===== config.mk =====
export PLATFORM = sky130hd
export DESIGN_NAME = cfg_bridge
export DESIGN_NICKNAME = d
export VERILOG_FILES = /design/src/rtl/cfg_bridge.sv
export SDC_FILE = /design/constraint.sdc
export NUM_CORES = 1
export LEC_CHECK = 0
export CAP_MARGIN = 10
export CORE_MARGIN = 2
export CORE_UTILIZATION = 48
export DETAILED_ROUTE_END_ITERATION = 8
export HOLD_SLACK_MARGIN = 0.15
export PLACE_DENSITY = 0.91
export SYNTH_ARGS = -nofsm -noshare
export SYNTH_HDL_FRONTEND = slang
export SYNTH_SLANG_ARGS = --single-unit

===== constraint.sdc =====
create_clock -name clk -period 2.4 [get_ports clk]
set_input_delay 0.36 -clock clk [delete_from_list [all_inputs] [get_ports clk]]
set_output_delay 0.36 -clock clk [all_outputs]
set_load 0.005 [all_outputs]

===== src/rtl/cfg_bridge.sv =====
`timescale 1ns/1ps
module cfg_bridge #(
  parameter int SEL_HOLD   = 2,
  parameter int CLAIM_WAIT = 5
) (
  input  logic        clk,
  input  logic        rst_n,
  input  logic        cpu_req,
  input  logic        cpu_sel,
  input  logic        cpu_we,
  input  logic [31:0] cpu_wdata,
  output logic        cpu_ack,
  output logic [31:0] cpu_rdata,
  output logic        cpu_abort,
  output logic        cfg_cyc,
  output logic        cfg_we,
  output logic        cfg_ad_oe,
  output logic [31:0] cfg_ad,
  input  logic        tgt_claim,
  input  logic [31:0] tgt_rdata
);
  localparam int SEL_BASE  = 11;
  localparam int DEV_LIMIT = 31 - SEL_BASE;
  localparam int CNT_MAX   = (SEL_HOLD > CLAIM_WAIT) ? SEL_HOLD : CLAIM_WAIT;
  localparam int CNT_W     = $clog2(CNT_MAX + 1);
  localparam logic [31:0] ADDR_MASK = 32'h80FF_FFFC;

  typedef enum logic [1:0] {S_IDLE, S_ADDR, S_WAIT} st_t;

  st_t              st;
  logic [CNT_W-1:0] cnt;
  logic [31:0]      addr_q, wd_q, rd_q;
  logic             we_q, ack_q, ab_q;

  wire       en_f  = addr_q[31];
  wire [7:0] bus_f = addr_q[23:16];
  wire [4:0] dev_f = addr_q[15:11];
  wire       no_path = !en_f || (bus_f != 8'd0) || (int'(dev_f) > DEV_LIMIT);

  wire [31:0] sel_line  = 32'd1 << (6'(SEL_BASE) + 6'(dev_f));
  wire [31:0] addr_word = sel_line | {21'd0, addr_q[10:2], 2'b00};

  assign cfg_cyc   = (st != S_IDLE);
  assign cfg_we    = cfg_cyc && we_q;
  assign cfg_ad_oe = (st == S_ADDR) || (st == S_WAIT && we_q);
  assign cfg_ad    = (st == S_ADDR) ? addr_word :
                     (st == S_WAIT && we_q) ? wd_q : 32'd0;
  assign cpu_ack   = ack_q;
  assign cpu_rdata = rd_q;
  assign cpu_abort = ab_q;

  always_ff @(posedge clk) begin
    if (!rst_n) begin
      st     <= S_IDLE;
      cnt    <= '0;
      addr_q <= '0;
      wd_q   <= '0;
      rd_q   <= '0;
      we_q   <= 1'b0;
      ack_q  <= 1'b0;
      ab_q   <= 1'b0;
    end else begin
      ack_q <= 1'b0;
      ab_q  <= 1'b0;
      case (st)
        S_IDLE: if (cpu_req) begin
          if (!cpu_sel) begin
            ack_q <= 1'b1;
            if (cpu_we) begin
              addr_q <= cpu_wdata & ADDR_MASK;
              rd_q   <= '0;
            end else begin
              rd_q   <= addr_q;
            end
          end else if (no_path) begin
            ack_q <= 1'b1;
            ab_q  <= 1'b1;
            rd_q  <= '1;
          end else begin
            st   <= S_ADDR;
            cnt  <= '0;
            we_q <= cpu_we;
            wd_q <= cpu_wdata;
          end
        end
        S_ADDR: begin
          if (cnt == CNT_W'(SEL_HOLD - 1)) begin
            st  <= S_WAIT;
            cnt <= '0;
          end else begin
            cnt <= cnt + 1'b1;
          end
        end
        S_WAIT: begin
          if (tgt_claim) begin
            ack_q <= 1'b1;
            rd_q  <= we_q ? 32'd0 : tgt_rdata;
            st    <= S_IDLE;
          end else if (cnt == CNT_W'(CLAIM_WAIT - 1)) begin
            ack_q <= 1'b1;
            ab_q  <= 1'b1;
            rd_q  <= '1;
            st    <= S_IDLE;
          end else begin
            cnt <= cnt + 1'b1;
          end
        end
        default: st <= S_IDLE;
      endcase
    end
  end
endmodule


==> flow_summary.toml <==
[route]
via_count = 5194
met1Wirelength_mm = 6.10
drtPass1Iterations = 5
wl_per_cell_um = 16.5
met3WireLength_mm = 1.17
post-route-drc-count = 0
vias_per_cell = 5.66
met2_length_mm = 7.08
dr.first_iter.drc_count = 412
routed.top_layer = "met4"
wirelength_mm = 15.1
number_of_nets_with_antenna_violations_after_routing = 0

[logic_synthesis]
synth.mux.area_fraction = 0.00611
synth-simple-area-share = 0.210
synth_enable_flop_cells = 0
synth_sequential_area_ratio = 0.387
synth_fa_ha_area_frac = 0.0178
synthDistinctLibCells = 39
ys.flop_type = "sky130_fd_sc_hd__dfxtp_1"
netlist.area_leader.share = 0.387
yosys-top-cells-area = "sky130_fd_sc_hd__dfxtp_1, sky130_fd_sc_hd__nand2_1, sky130_fd_sc_hd__o21ai_0, sky130_fd_sc_hd__a21boi_2, sky130_fd_sc_hd__inv_1"
synth.yosys.warnings = 0
synth_top_family_by_area = "compound AO/OA/AOI/OAI gates"
synthesis.area_sq_um = 4920
compound_gate_fraction_of_synth_area = 0.275
yosys.area.top_type = "sky130_fd_sc_hd__dfxtp_1"
synth_xor_area_frac = 0.00356
ys_ff_latch = 95
syn_inst = 654
syn_avg_cell_area_sq_um = 7.52
synthArstFlopShare = 0
syn_nets = 731

[setup_path]
path_class = "flop to output pin"
worst_ep_arrival_time_ns = 2.03
required_ns = 2.04
timing.critical_path.to_type = "output pin"
crit_path_max_fanout = 5
critPathLaunchType = "flop"

[clocking]
cts_tree = "done"
cts.sinks = 95
clk_root_buffer_cell = "sky130_fd_sc_hd__clkbuf_8"
clkTransAtPathRegs_ns = 0.10
tritoncts.num_buffers = 9
clk_latency_ns = 0.37
max-clock-path-buffers = 2
clock_tree.htree_level_count = 3

[final_layout]
post_layout_nonfiller_instances = 918
drive_gt1_frac = 0.120
finish.net_count = 857
antenna-diode-count = 0
mostFrequentLayoutCell = "sky130_fd_sc_hd__nand2_1"
most-common-layout-cells = "sky130_fd_sc_hd__nand2_1, sky130_fd_sc_hd__clkdlybuf4s50_1, sky130_fd_sc_hd__o21ai_0, sky130_fd_sc_hd__dfxtp_1, sky130_fd_sc_hd__inv_1"
syn2layout_area_growth_pct = 36.9

[timing]
finalHoldWorstSlack_ns = 0.461
timing.max_slew.rel_slack = 0.539
report.final.hold_viol_count = 0
achievable-frequency_ghz = 0.419
final_number_of_max_transition_violations = 0
final_period_minus_worst_setup_slack_ns = 2.39
final.setup_skew_ns = 0.0160
finalSetupViolations = 0
tightestPinTransition_ns = 0.691
final_cycle_share = 0.994

[outcome]
status = "completed"

[floorplanning]
io_pins = 139
dieHeight_um = 105
die_width_um = 105
fp-row-count = 36
core_sq_um = 9860
initial_utilization = 0.499
design.die.area_sq_um = 11100

[global_routing]
grt_max_degree = 68
first_pass_grt_wire_length_mm = 24.0
first_global_vias = 5039
grt_usage = 0.268
grt_overflow_total = 0
initial_antenna_violation_count = 0

[hold_path]
holdCritPathClass = "flop to flop"

[run]
max-cap-violations = 0

[place]
io_buffer_count = 138
place.detailed.hpwl_mm = 10.3
dpl.cell_count = 891
gp_congestion = 0.848

[power]
cellPowerDensity_nw_per_um2 = 458
max-vdd-ir-drop_mv = 0.259
power_leakage_uw = 0.00256
## stage by stage
stage	power [uW]	worst slack (ns)	setup TNS [ns]	cell area, sq um	util
floorplan	1870	0.471	0	4920	-
finish	3080	0.0135	0	6740	0.683
global route	3200	-0.00624	-0.0137	6740	0.683
detailed placement	2110	0.152	0	6390	0.648
global placement	2100	0.214	0	6390	0.648
CTS	3080	0.00138	0	6700	0.679
## final timing paths
kind / start / endpoint / slack (ns) / cells past startpoint
max: st[0] / cfg_ad[10] / 0.01 / 6
min: cpu_rdata[28] / cpu_rdata[28] / 0.46 / 2
max reg2reg: st[1] / addr_q[15] / 0.36 / 7
min reg2reg: cpu_rdata[28] / cpu_rdata[28] / 0.46 / 2
## cells by family after synthesis
| family | count (synthesis) |
|---|---|
| flops | 95 |
| compound gates | 193 |
| mux | 3 |
| buf+inv | 116 |
| xor+xnor | 2 |
| fa+ha+maj | 7 |
| simple gates | 238 |
## power breakdown
group	internal, uW	switching [uW]
Combinational	238	187
Clock	394	602
Sequential	1630	35.7
## repair_timing
action                                  in CTS  in global routing
endpoints found under the setup margin      30                  4
cloned                                       1                  0
buffers inserted                             7                  3
hold buffers                                 0                  0
hold endpoints to repair                     0                  0
resized for setup                           58                  3
pin swaps                                    1                  1
## layout make-up
type	instances	area [sq um]
fill	757	3130
tap	133	166
multi-input combinational	443	2600
inverter	62	233
timing repair buffer	169	1650
clock buffer	10	128
sequential	95	1910
clock inverter	6	52.6
## synth_stat cells (4+ instances only)
library cell,number
sky130_fd_sc_hd__and2_1,5
sky130_fd_sc_hd__a21oi_1,5
sky130_fd_sc_hd__a22o_1,18
sky130_fd_sc_hd__clkbuf_1,35
sky130_fd_sc_hd__o21ai_0,97
sky130_fd_sc_hd__clkbuf_2,6
sky130_fd_sc_hd__buf_4,5
sky130_fd_sc_hd__inv_1,62
sky130_fd_sc_hd__ha_1,7
sky130_fd_sc_hd__a21boi_0,26
sky130_fd_sc_hd__a21boi_1,4
sky130_fd_sc_hd__nor2b_1,5
sky130_fd_sc_hd__nor2_1,11
sky130_fd_sc_hd__a32o_1,4
sky130_fd_sc_hd__nand4_1,26
sky130_fd_sc_hd__nand2_1,165
sky130_fd_sc_hd__dfxtp_1,95
sky130_fd_sc_hd__buf_6,4
sky130_fd_sc_hd__nand3_1,15
sky130_fd_sc_hd__a21boi_2,28
## sequential cells by signal (all words and copies together), names as in the netlist
signal / count
wd_q: 32
we_q: 1
cpu_ack: 1
cpu_rdata: 32
addr_q: 23
st: 2
cpu_abort: 1
cnt: 3
## per-layer routing
metal	global-route usage	vias up
met2	0.446	285
li1	-	2433
met1	0.321	2408
met4	0.158	0
met5	0	-
met3	0.0495	68
## worst max-delay path, stage by stage (launching register included)
cell and delay [ns]:
sky130_fd_sc_hd__dfxtp_4 0.37, sky130_fd_sc_hd__buf_4 0.14, sky130_fd_sc_hd__ha_4 0.18, sky130_fd_sc_hd__nor2_4 0.16, sky130_fd_sc_hd__buf_12 0.13, sky130_fd_sc_hd__a22o_1 0.17, sky130_fd_sc_hd__clkdlybuf4s50_1 0.51
(Power assumes the default switching activity.)
